## config.mk

```make
export PLATFORM = sky130hd
export DESIGN_NAME = operand_ea_unit
export DESIGN_NICKNAME = d
export VERILOG_FILES = /design/src/rtl/ea_pkg.sv /design/src/rtl/ea_reg_pick.sv /design/src/rtl/ea_rule_check.sv /design/src/rtl/ea_sum_unit.sv /design/src/rtl/operand_ea_unit.sv
export SDC_FILE = /design/constraint.sdc
export NUM_CORES = 1
export LEC_CHECK = 0
export ABC_CLOCK_PERIOD_IN_PS = 5600
export BUFFER_PORTS_ARGS = -buffer_cell sky130_fd_sc_hd__clkbuf_2
export CAP_MARGIN = 20
export CORE_MARGIN = 4
export CORE_UTILIZATION = 54
export DETAILED_ROUTE_END_ITERATION = 10
export GPL_ROUTABILITY_DRIVEN = 0
export HOLD_SLACK_MARGIN = 0.02
export PLACE_DENSITY = 0.88
export SYNTH_ARGS = -nofsm -noshare
export SYNTH_HDL_FRONTEND = slang
export SYNTH_SLANG_ARGS = --single-unit
```

## constraint.sdc

```tcl
create_clock -name clk -period 5.6 [get_ports clk]
set_input_delay 0.56 -clock clk [delete_from_list [all_inputs] [get_ports clk]]
set_output_delay 0.56 -clock clk [all_outputs]
set_load 0.03 [all_outputs]
```

## src/rtl/ea_pkg.sv

```systemverilog
// Package: shared encodings for the effective address generator.
// Assumes a 3-bit mode code and 3-bit register selectors, as decoded upstream.
package ea_pkg;

    localparam int EA_W    = 16;
    localparam int MODE_W  = 3;
    localparam int SEL_W   = 3;
    localparam int N_PICK  = 2;

    typedef enum logic [MODE_W-1:0] {
        AM_DIRECT    = 3'd0,
        AM_REG       = 3'd1,
        AM_REG_DISP  = 3'd2,
        AM_PAIR      = 3'd3,
        AM_PAIR_DISP = 3'd4,
        AM_PORT      = 3'd5,
        AM_RSV6      = 3'd6,
        AM_RSV7      = 3'd7
    } am_mode_e;

    typedef enum logic [SEL_W-1:0] {
        RS_BX    = 3'd0,
        RS_BP    = 3'd1,
        RS_SI    = 3'd2,
        RS_DI    = 3'd3,
        RS_SP    = 3'd4,
        RS_DX    = 3'd5,
        RS_NONE6 = 3'd6,
        RS_NONE7 = 3'd7
    } rsel_e;

    // Terms that the adder must include for a given mode.
    typedef struct packed {
        logic use_base;
        logic use_index;
        logic use_disp;
    } term_set_t;

endpackage

```

## src/rtl/ea_reg_pick.sv

```systemverilog
// Module: ea_reg_pick
// Selects one register value by selector code. Selectors that name no
// register return zero; legality is judged elsewhere.
module ea_reg_pick
    import ea_pkg::*;
#(
    parameter int W = EA_W
) (
    input  rsel_e          sel,
    input  logic [W-1:0]   r_bx,
    input  logic [W-1:0]   r_bp,
    input  logic [W-1:0]   r_si,
    input  logic [W-1:0]   r_di,
    input  logic [W-1:0]   r_sp,
    input  logic [W-1:0]   r_dx,
    output logic [W-1:0]   value
);

    // Register selection multiplexer.
    always_comb begin
        unique case (sel)
            RS_BX:   value = r_bx;
            RS_BP:   value = r_bp;
            RS_SI:   value = r_si;
            RS_DI:   value = r_di;
            RS_SP:   value = r_sp;
            RS_DX:   value = r_dx;
            default: value = '0;
        endcase
    end

endmodule

```

## src/rtl/ea_rule_check.sv

```systemverilog
// Module: ea_rule_check
// Decides whether a mode/selector combination is permitted and which
// terms the address sum uses. Assumes the selector encodings of ea_pkg.
module ea_rule_check
    import ea_pkg::*;
(
    input  am_mode_e   mode,
    input  rsel_e      base_sel,
    input  rsel_e      index_sel,
    output logic       legal,
    output term_set_t  terms
);

    logic ptr_ok;
    logic base_ok;
    logic index_ok;
    logic port_ok;

    // Classify the selectors against the addressing rules.
    always_comb begin
        ptr_ok   = (base_sel == RS_BX) || (base_sel == RS_BP) ||
                   (base_sel == RS_SI) || (base_sel == RS_DI);
        base_ok  = (base_sel == RS_BX) || (base_sel == RS_BP);
        index_ok = (index_sel == RS_SI) || (index_sel == RS_DI);
        port_ok  = (base_sel == RS_DX);
    end

    // Per-mode legality and choice of summed terms.
    always_comb begin
        legal = 1'b0;
        terms = '0;
        unique case (mode)
            AM_DIRECT: begin
                legal = 1'b1;
                terms = '{use_base: 1'b0, use_index: 1'b0, use_disp: 1'b1};
            end
            AM_REG: begin
                legal = ptr_ok;
                terms = '{use_base: 1'b1, use_index: 1'b0, use_disp: 1'b0};
            end
            AM_REG_DISP: begin
                legal = ptr_ok;
                terms = '{use_base: 1'b1, use_index: 1'b0, use_disp: 1'b1};
            end
            AM_PAIR: begin
                legal = base_ok && index_ok;
                terms = '{use_base: 1'b1, use_index: 1'b1, use_disp: 1'b0};
            end
            AM_PAIR_DISP: begin
                legal = base_ok && index_ok;
                terms = '{use_base: 1'b1, use_index: 1'b1, use_disp: 1'b1};
            end
            AM_PORT: begin
                legal = port_ok;
                terms = '{use_base: 1'b1, use_index: 1'b0, use_disp: 1'b0};
            end
            default: begin
                legal = 1'b0;
                terms = '0;
            end
        endcase
    end

endmodule

```

## src/rtl/ea_sum_unit.sv

```systemverilog
// Module: ea_sum_unit
// Three-term modular adder. Unused terms are gated to zero; the carry
// out of the top bit is dropped by the width of the result.
module ea_sum_unit
    import ea_pkg::*;
#(
    parameter int W = EA_W
) (
    input  term_set_t     terms,
    input  logic [W-1:0]  base_val,
    input  logic [W-1:0]  index_val,
    input  logic [W-1:0]  disp,
    output logic [W-1:0]  sum
);

    logic [W-1:0] t_base;
    logic [W-1:0] t_index;
    logic [W-1:0] t_disp;

    // Gate the terms and add them with wrap-around.
    always_comb begin
        t_base  = terms.use_base  ? base_val  : '0;
        t_index = terms.use_index ? index_val : '0;
        t_disp  = terms.use_disp  ? disp      : '0;
        sum     = t_base + t_index + t_disp;
    end

endmodule

```

## src/rtl/operand_ea_unit.sv

```systemverilog
// Module: operand_ea_unit
// Top level: forms the effective address of an operand and flags illegal
// register combinations. Assumes start is a single-cycle strobe and the
// register values are stable in the start cycle. Results are registered.
module operand_ea_unit
    import ea_pkg::*;
#(
    parameter int ADDR_W = EA_W
) (
    input  logic               clk,
    input  logic               rst_n,
    input  logic               start,
    input  logic [MODE_W-1:0]  mode,
    input  logic [SEL_W-1:0]   base_sel,
    input  logic [SEL_W-1:0]   index_sel,
    input  logic [ADDR_W-1:0]  disp,
    input  logic [ADDR_W-1:0]  reg_bx,
    input  logic [ADDR_W-1:0]  reg_bp,
    input  logic [ADDR_W-1:0]  reg_si,
    input  logic [ADDR_W-1:0]  reg_di,
    input  logic [ADDR_W-1:0]  reg_sp,
    input  logic [ADDR_W-1:0]  reg_dx,
    output logic [ADDR_W-1:0]  ea,
    output logic               ea_valid,
    output logic               ea_illegal
);

    rsel_e               pick_sel [N_PICK];
    logic [ADDR_W-1:0]   pick_val [N_PICK];
    logic                legal;
    term_set_t           terms;
    logic [ADDR_W-1:0]   ea_next;

    assign pick_sel[0] = rsel_e'(base_sel);
    assign pick_sel[1] = rsel_e'(index_sel);

    // One register picker for the base term and one for the index term.
    generate
        for (genvar g = 0; g < N_PICK; g++) begin : g_pick
            ea_reg_pick #(.W(ADDR_W)) pick_i (
                .sel   (pick_sel[g]),
                .r_bx  (reg_bx),
                .r_bp  (reg_bp),
                .r_si  (reg_si),
                .r_di  (reg_di),
                .r_sp  (reg_sp),
                .r_dx  (reg_dx),
                .value (pick_val[g])
            );
        end
    endgenerate

    ea_rule_check rule_i (
        .mode      (am_mode_e'(mode)),
        .base_sel  (pick_sel[0]),
        .index_sel (pick_sel[1]),
        .legal     (legal),
        .terms     (terms)
    );

    ea_sum_unit #(.W(ADDR_W)) sum_i (
        .terms     (terms),
        .base_val  (pick_val[0]),
        .index_val (pick_val[1]),
        .disp      (disp),
        .sum       (ea_next)
    );

    // Result register: capture on start, hold the address otherwise.
    always_ff @(posedge clk) begin
        if (!rst_n) begin
            ea         <= '0;
            ea_valid   <= 1'b0;
            ea_illegal <= 1'b0;
        end else begin
            ea_valid   <= start && legal;
            ea_illegal <= start && !legal;
            if (start && legal) begin
                ea <= ea_next;
            end
        end
    end

endmodule

```

# Word-level counts from Yosys, hierarchy flattened
# Cells that the tools add are included.
# Widths: inputs -> output; s select.
dict set report classes {
  muxes 7
  n_bitwise 0
  mul 0
  add_sub_neg 2
  eq_ne 15
  order_cmp 0
  reduce_logical 14
  div 0
  shift 0
}
# op count
set ops {}
lappend ops {{$pmux 16 s6} 2}
lappend ops {{$mux 16} 3}
lappend ops {{$add 16x16->16} 2}
lappend ops {{$eq 3x2->1 const B} 6}
lappend ops {{$eq 3x3->1 const B} 6}
lappend ops {{$pmux 3 s5} 1}
lappend ops {{$eq 3x1->1 const B} 3}
lappend ops {{$logic_not 3->1} 3}
lappend ops {{$reduce_or 2->1} 3}
lappend ops {{$logic_or 1x1->1} 4}
lappend ops {{$pmux 1 s4} 1}
lappend ops {{$logic_and 1x1->1} 3}
lappend ops {{$logic_not 1->1} 1}
dict set report totals {
  latchBits 0
  reg_bits 18
  romBits 0
  input_bits 124
  word_cells 41
  out_inout_bits 18
  ramBits 0
  memories 0
}

# Depth between registers and ports, before layout
# Gate-level depths: netlist of the first run.
dict set report depth {
  depth_word 7
  mapped_depth 19
  mapped_depth_nobuf 17
}

# Hierarchy
# A second synthesis of the first run with hierarchy kept.
dict set report unflattened {
  hier_cells 497
  hier_area_um2 3880.0
}
# mod cells_each n_inst area_per_inst_um2 seq_area_each_um2
set by_module_without_submodules {}
lappend by_module_without_submodules {ea_reg_pick 102 2 838.3 0.0}
lappend by_module_without_submodules {ea_sum_unit 198 1 1356.3 0.0}
lappend by_module_without_submodules {operand_ea_unit 78 1 733.2 360.3}
lappend by_module_without_submodules {ea_rule_check 17 1 113.9 0.0}

# Worst setup path after synthesis of the first run
# OpenSTA, ideal clock, no wires.
dict set report synth_timing {
  kind {in2reg}
  start {in base_sel[0]}
  end {reg ea[14]}
  n_path_buf 3
  setup_time_ns 0.062
  path_slack_ns 1.666
  arrival_ns 3.872
  cell_stages 16
  required_ns 5.538
  cell_sequence {buf_1 -> and3_1 -> clkbuf_1 -> a22oi_1 -> nand3_1 -> nand2_1 -> fa_1 -> inv_1 -> ha_1 -> clkbuf_2 -> nand4_1 -> or2_1 -> o311ai_1 -> o41ai_1 -> or4_1 -> nand3_1}
}
dict set report synth_via {
  elab_chain_cells 6
  word_cells_on_any_way 16
  cone_classes {2 x add/sub; 5 x eq/ne; 3 x mux; 6 x reduce/logical}
}
# item line
set synth_rtl {}
lappend synth_rtl {{from (decl)} operand_ea_unit.sv:14} ;# input logic [SEL_W-1:0] base_sel,
lappend synth_rtl {{parallel branches: the longest is 6 deep, another holds $add 16x16->16} n/a}
lappend synth_rtl {{to (signal assigned)} operand_ea_unit.sv:79} ;# ea <= ea_next;
lappend synth_rtl {{to (decl)} operand_ea_unit.sv:23} ;# output logic [ADDR_W-1:0] ea,
# Parallel ways; which one is timed is not known.
# A chain may end at the register's enable or synchronous reset.

# Worst setup path after layout of the first run
dict set report layout_timing {
  start {in index_sel[0]}
  end {reg ea[12]}
}
dict set report layout_via {
  elab_chain_cells 5
  word_cells_on_any_way 14
  cone_classes {2 x add/sub; 5 x eq/ne; 3 x mux; 4 x reduce/logical}
}
# item line
set layout_rtl {}
lappend layout_rtl {{from (decl)} operand_ea_unit.sv:15} ;# input logic [SEL_W-1:0] index_sel,
lappend layout_rtl {{$eq 3x3->1 (tied with other cells)} ea_reg_pick.sv:21} ;# unique case (sel)
lappend layout_rtl {{$pmux 16 s6 / $logic_or 1x1->1 (equally long branches)} {ea_reg_pick.sv:21, ea_rule_check.sv:24}}
lappend layout_rtl {{$mux 16 / $logic_and 1x1->1 (equally long branches)} {ea_sum_unit.sv:23, ea_rule_check.sv:46, ea_rule_check.sv:50}}
lappend layout_rtl {{$add 16x16->16 / $pmux 1 s4 (equally long branches)} {ea_sum_unit.sv:25, ea_rule_check.sv:32}}
lappend layout_rtl {{$add 16x16->16 / $logic_and 1x1->1 (equally long branches)} {ea_sum_unit.sv:25, operand_ea_unit.sv:78}}
# Parallel ways exist; a longest one is shown, timed or not.

==> metrics list, run 1 <==
* Root buffer selected by CTS: clkbuf_8
- Post-CTS sizing: 0
- Setup slack on the worst reg-to-reg path comes out at 4.75 ns.
- Launch instance of the worst register-to-register path: ea[8]
* Biggest fanout along the worst timing path: 38
* Total number of vias: 4110
- The max-slew violation count was 0.
- The share of synthesized area in the top cell type comes to between 10 and 15%.
* Crit path capture: ea[12]
* Floorplan row count: 29
* Area grow syn2layout: 20.0%
- Transition at the pin with the smallest max-transition slack: 0.967 ns
* Iteration-0 DRC count of the detailed router: 370
* Starting density of the core: between 50% and 60%
* Later-pin clock latency in the skew report: 0.26 ns
* Number of setup buffers added after CTS: 0
* Wire length per cell after detailed routing: 17.9 µm
- The worst register-to-register path ends at ea[8].
* Hold buffer count at cts: 0
- Counting flops with a built-in enable in the synthesized netlist gives 0.
- The critical path in this run is classified as in2reg.
* Aggregate negative setup slack: 0 ns
* Count of yosys warnings during synthesis: 0
- Die width: 88.4 µm
* Filler cell count in the final layout: 556
- Setup repair after global routing left no endpoint under its margin.
- Clock tree from TritonCTS: yes
* Number of buffer cells added on primary ports: around 140
- The worst register-to-register path has a depth of 2.
- Max Cap Violations: 0
- I/O Pins: between 100 and 150
- The total area inside the core boundary comes to ~6300 µm².
- Final wirelength: 11500 µm
- Data arrival at the endpoint of the critical path: around 4.5 ns
- Element type at the critical path end: flip-flop
* Clock sinks: 18
- Summed over all cells, the static leakage comes to between 0.002 and 0.0025 µW.
* Net count after synthesis: 606
- Remaining routing DRC violations: 0
* Mean instance size in the synthesized netlist: 7.72 µm²
- Die Y: between 80 and 90 µm
- Total of flip-flops plus latches after synthesis: 18
- The number of antenna violations at the first check in global routing is 0.
- Sorting the synthesized cells by area gives the leading types as dfxtp_1 10%, a22oi_1 10%, fa_1 9.2%.
- # setup viols final: 0
- Grt total ovfl: 0
- The synthesized netlist contains 69 unique library cells.
- Dividing the detail-routed via count by the number of cells gives 6.37.
- Of the cells placed in the final design, the portion with a size suffix greater than 1 is 31.5%.
* Yosys top cell by area: dfxtp_1
* Count of nets left with antenna violations after detail routing: 0
* Number of hold violations in the final report: 0
* Leading cell types in the layout, fill and taps excluded: 141 x clkbuf_2, 54 x nand2_1, 47 x a22oi_1, 33 x inv_1, 25 x mux2i_1
* Cell Pwr Density: 139 nW/µm²
- Total power for the finished layout comes to 583 µW.
- Pin count of the biggest net entering global routing: 39
- Counting along the longest clock path gives a buffer depth of 2.
- The worst-case IR drop observed on VDD is 0.139 mV.
* Relative slew slack: 35.5%
* Number of nets in the finished design: roughly 720
* Antenna Cells: 0
- Sequential area share after synthesis: around a tenth
- The library cell used most frequently in the layout, excluding fill and tap cells, is clkbuf_2.
- The die covers 7810 µm².
* Global router's overall resource usage: slightly below 30%
- Total standard cell area after synthesis: 3490 µm²
- Critical Path Start Type: input pin
* Iteration count of the initial detailed-routing pass: 6
- Share of the core filled with cells in the final layout: 66.3%
- CTS clock-pin slew for the worst setup and hold paths: 0.07 ns
- Gate count after technology mapping: 452
* Wire length of the first global-routing pass: ~18000 µm
- Counting I/O delays and the setup requirement, the final critical path takes 4.35 ns.
- At the worst endpoint, the required time is 5.71 ns.
* H-tree level count: 1
* Fraction of synthesis flops using an asynchronous set or reset pin: 0%
- For this run, the top clock speed supported by timing is 230 MHz.
* Number of global-route vias before repair: 4005
* Post-Route Skew: 0 ns
- Estimated wirelength of the detail-placed design: 9430 µm
* Worst hold path class: reg2reg
- The most critical setup path has its startpoint at index_sel[0].
- Top flip-flop cell by instance count after synthesis: dfxtp_1
* Share of the clock period used by the worst path: between 70% and 80%
- Outcome: finished, final reports clean
- Total clock buffers created by CTS: 3
cell families (layout without fill, tap and decap cells):
| family | Yosys count | in the layout | share of synthesized area [%] |
|---|---|---|---|
| and+or+nand+nor | 147 | 147 | 21.0 |
| AOI/OAI and AO/OA | 140 | 140 | 29.7 |
| buffers and inverters | 68 | 184 | 9.14 |
| muxes | 44 | 44 | 14.4 |
| adders and majority gates | 30 | 30 | 14.2 |
| DFF | 18 | 18 | 10.3 |
| xor gates and xnor gates | 5 | 5 | 1.26 |
where the power goes:
part / total (µW) / internal [µW] / switching [µW]
Clock: 91.3 / 47.9 / 43.5
Combinational: 352 / 148 / 203
Sequential: 140 / 136 / 3.78
flip-flops by register name, summed over array words and instances (netlist names):
register,flops
ea,16
ea_illegal,1
ea_valid,1
through the flow:
step                      cells  setup WS, ns  instance area [µm²]  hold WS (ns)
after floorplan             452          1.67                 3490         0.592
after global placement      642          1.24                 4150         0.458
after detailed placement    642          1.10                 4150         0.466
after CTS                   645          1.37                 4190         0.476
after global routing        645         0.895                 4190         0.504
final                       645          1.25                 4190         0.472
Yosys cell counts (all sizes together) (3+ instances only):
master and number:
a211o 3, nor2b 11, fa 16, mux2i 25, o211ai 6, a221o 5, nand2b 3, nor3 8
o2111ai 3, a21boi 7, clkbuf 20, a21oi 19, nand3b 4, nand4 4, dfxtp 18, a22oi 47
nand2 55, buf 14, ha 14, nand3 23, nor2 18, o21ai 8, and3 3, inv 34
and2 3, o22ai 13, and3b 4, xnor2 3, nor3b 3, mux2 16, a211oi 3, mux4 3
o21a 3, a21o 6
worst min-delay path by stage:
| stage | endpoint | slack (ns) | cells past startpoint | startpoint |
|---|---|---|---|---|
| floorplan | ea[12] | 0.59 | 2 | ea[12] |
| global placement | ea[10] | 0.46 | 2 | ea[10] |
| detailed placement | ea[12] | 0.47 | 2 | ea[12] |
| CTS | ea[7] | 0.48 | 2 | ea[7] |
| global route | ea[10] | 0.50 | 2 | ea[10] |
| finish | ea[7] | 0.47 | 2 | ea[7] |
per-layer routing:
| metal | vias to the layer above | track usage [%] | share of wire [%] |
|---|---|---|---|
| li1 | 1920 | - | - |
| met1 | 1873 | 36.7 | 39 |
| met2 | 269 | 51.6 | 48 |
| met3 | 48 | 4.66 | 9.3 |
| met4 | 0 | 10.0 | 3.3 |
| met5 | - | 0 | 0 |
layout make-up:
class	instances	area [µm²]	share of cell area [%]
inverter	34	128	3.05
multi-input combinational	366	2810	67.1
sequential	18	360	8.61
tap	77	96.3	2.30
clock buffer	3	41.3	0.986
timing repair buffer	147	751	17.9
worst max-delay path: stages:
cell and delay [ns]:
clkbuf_2 0.71, nor2b_1 0.45, a22oi_1 0.16, o22ai_1 0.14
nand2_1 0.09, fa_1 0.51, inv_1 0.04, ha_1 0.33
a21oi_1 0.29, or2_1 0.17, o311ai_1 0.16, o41ai_1 0.54
xor2_1 0.20, o22ai_1 0.09
(Power assumes the default switching activity.)
==> inputs of run 2 (changes only) <==
--- a/config.mk
+++ b/config.mk
@@ -5,15 +5,15 @@
 export SDC_FILE = /design/constraint.sdc
 export NUM_CORES = 1
 export LEC_CHECK = 0
-export ABC_CLOCK_PERIOD_IN_PS = 5600
+export ABC_CLOCK_PERIOD_IN_PS = 3700
 export BUFFER_PORTS_ARGS = -buffer_cell sky130_fd_sc_hd__clkbuf_2
 export CAP_MARGIN = 20
 export CORE_MARGIN = 4
-export CORE_UTILIZATION = 54
+export CORE_UTILIZATION = 45
 export DETAILED_ROUTE_END_ITERATION = 10
 export GPL_ROUTABILITY_DRIVEN = 0
 export HOLD_SLACK_MARGIN = 0.02
-export PLACE_DENSITY = 0.88
+export PLACE_DENSITY = 0.78
 export SYNTH_ARGS = -nofsm -noshare
 export SYNTH_HDL_FRONTEND = slang
 export SYNTH_SLANG_ARGS = --single-unit
==> constraint.sdc (replaced) <==
create_clock -name clk -period 3.7 [get_ports clk]
set_input_delay 0.37 -clock clk [delete_from_list [all_inputs] [get_ports clk]]
set_output_delay 0.37 -clock clk [all_outputs]
set_load 0.03 [all_outputs]
==> run 2 against run 1 <==
Clock-buffer cell count rose by 1. Die area grew 18%. Combinational power is 66% higher. Routed wire length up 4.5%. Sequential power increased by 51%. Register-to-register slack got worse by 1.9 ns. Hold slack got worse by 0.083 ns. Critical path depth decreased by 1. Critical endpoint is now ea[14]. Largest cell class unchanged. Highest routed layer unchanged.
==> metrics list, run 2 (same netlist as run 1, synthesis figures left out) <==
- Of the total power, the share spent switching nets is 40.8%.
* Pin count of the biggest net entering global routing: 22
- Largest stage delay on the critical path: 0.51 ns
- Initial antenna violation count: 0
- Iteration-0 DRC count of the detailed router: 281
- From synthesis to final layout, the design area changed by 30.0%.
- The worst setup path is of the in2reg kind.
* Max Cap Violations: 0
- Cell Pwr Density: ~210 nW/µm²
- Die Y: ~96 µm
- Of all nets on the critical path, the largest fanout is 12.
- CTS built an H-tree with a depth of 1.
- Critical Path Start Type: input pin
* Number of setup buffers added after CTS: 0
* I/O Pins: 142
- The die covers 9230 µm².
- Fin crit period: 3.50 ns
- Floorplan row count: 31
- Sequential cells account for about 22% of the total power.
- The floorplan step defined a core boundary enclosing ~7400 µm².
* Global router's overall resource usage: 26.0%
* Number of nets in the finished design: 761
- For the pin with the worst max-slew slack, the measured transition is 0.518 ns.
* Flip-flop count of the largest register, all copies and words added: 16
- For this run, the detailed router's first-pass iteration total came to 6.
- In the layout the commonest cells are 140 x clkbuf_2, 54 x nand2_1, 47 x a22oi_1, 42 x buf_4, 33 x inv_1.
* Switch Pwr: 391 µW
* Number of placed instances, taps included: 701
- After layout, the worst path uses 94.5% of the clock period.
- The clock network accounts for 16.6% of the total power.
- Cell leakage power: about 0.0023 µW
- The worst hold path belongs to the class in2reg.
* CP max-delay cell: fa_1
* Combinational Power Share: between 60% and 70%
* Data arrival at the endpoint of the critical path: 3.70 ns
- Number of buffer cells added on primary ports: 141
- Share of layout cells above drive strength 1: 36.6%
- Clock tree synthesis found a total of 18 sinks.
- Static timing analysis puts the maximum clock frequency at 286 MHz.
- The hold violation count in the final report came to 0.
* Die width: 96.1 µm
* Total clock buffers created by CTS: 3
- Non-filler cells in the finished layout: 705
* CTS clock-pin slew for the worst setup and hold paths: about 0.07 ns
- Via-per-instance ratio: 6.15
* # setup viols final: 0
- The max-slew violation count was 0.
- Largest regs: ea (16), ea_illegal (1), ea_valid (1)
* Power, Total: around 960 µW
* Wire length of the first global-routing pass: 19400 µm
- After detailed routing, the average wire length per cell comes to 17.1 µm.
- STA puts the critical path data required time at 3.90 ns.
* Count of nets left with antenna violations after detail routing: 0
- The flow ran to the end, and the final reports show no timing, DRC or antenna violations.
* Clock tree from TritonCTS: yes
- Cell chain of the critical path: clkbuf_2 > nor2_1 > a22oi_1 > o22ai_1 > nand2_1 > fa_1 > inv_1 > ha_1 > a21oi_1 > o311ai_1 > o41ai_2 > or4_1 > nand3_1
- Share of the core filled with cells in the final layout: 61.2%
- Internal power consumption: roughly 570 µW
- For the worst-skew pair, the clock arrives at the later sink with an insertion delay of ~0.25 ns.
- Together, buffers and inverters on the worst path number 2.
* Peak supply drop: 0.137 mV
- Remaining routing DRC violations: 0
* Root buffer selected by CTS: clkbuf_8
* Starting density of the core: 47.1%
* Leading cell type in the layout, fill and taps excluded: clkbuf_2
- The number of global-route vias before repair was around 4300.
* Relative slew slack: ~65%
- Total number of vias: 4335
- Maximum count of clock buffers along a single path: 2
* Element type at the critical path end: flip-flop
- The repair_antennas step left the layout with diodes totalling 0.
- Setup repair after global routing left no endpoint under its margin.
- Grt total ovfl: 0
* Largest Register: ea
* Estimated wirelength of the detail-placed design: 10100 µm
- Cell type group with the largest total delay on the critical path: compound AO/OA/AOI/OAI gates
* Post-Route Skew: 0 ns
- Summed over all layers, the routed wires come to 12100 µm.
-- run 2: worst reg2reg max path, stage by stage, from the launching register on --
cell and delay (ns):
dfxtp_1 0.31, nor2b_1 0.12, o31a_1 0.28
-- run 2: layout make-up --
cell class / instances / area [µm²]
well taps: 99 / 124
flip-flops and latches: 18 / 360
repair buffers: 184 / 1040
fillers: 707 / 2870
clock buffers: 4 / 55.1
inverters: 34 / 128
multi-input cells: 366 / 2830
-- run 2: routing by layer --
| layer | share of wire, % | routed length (µm) | track usage, % | up-vias |
|---|---|---|---|---|
| met3 | 8.3 | 1010 | 4.07 | 49 |
| met1 | 40 | 4820 | 32.1 | 2029 |
| met2 | 48 | 5740 | 45.8 | 264 |
| met5 | 0 | 0 | 0 | - |
| li1 | - | - | - | 1993 |
| met4 | 4.0 | 482 | 8.77 | 0 |
-- run 2: repair_timing --
item	in CTS	in global routing
hold buffers	0	0
gates resized for setup	0	7
endpoints found under the setup margin	0	5
-- run 2: through the flow --
step / setup TNS (ns) / hold slack (ns) / instance area (µm²) / worst slack, ns
CTS: 0 / 0.393 / 4520 / 0.210
finish: 0 / 0.389 / 4540 / 0.202
global route: 0 / 0.398 / 4540 / 0.0202
global placement: 0 / 0.457 / 4470 / 0.0530
detailed placement: -0.0670 / 0.461 / 4470 / -0.0388
floorplan: 0 / 0.522 / 3500 / 0.00828
-- run 2: final timing paths --
kind	to	slack, ns	from	cells past startpoint
worst max-delay path	ea[14]	0.20	index_sel[1]	13
worst min-delay path	ea_illegal	0.39	start	2
worst max register to register	ea[8]	2.88	ea[8]	2
worst min register to register	ea[10]	0.47	ea[10]	2
-- run 2: power groups by stage --
stage / Clock (µW) / Combinational [µW] / Sequential (µW)
finish: 159 / 586 / 212
global route: 169 / 649 / 213
CTS: 160 / 578 / 212
detailed placement: 0 / 574 / 216
global placement: 0 / 563 / 216
floorplan: 0 / 335 / 240
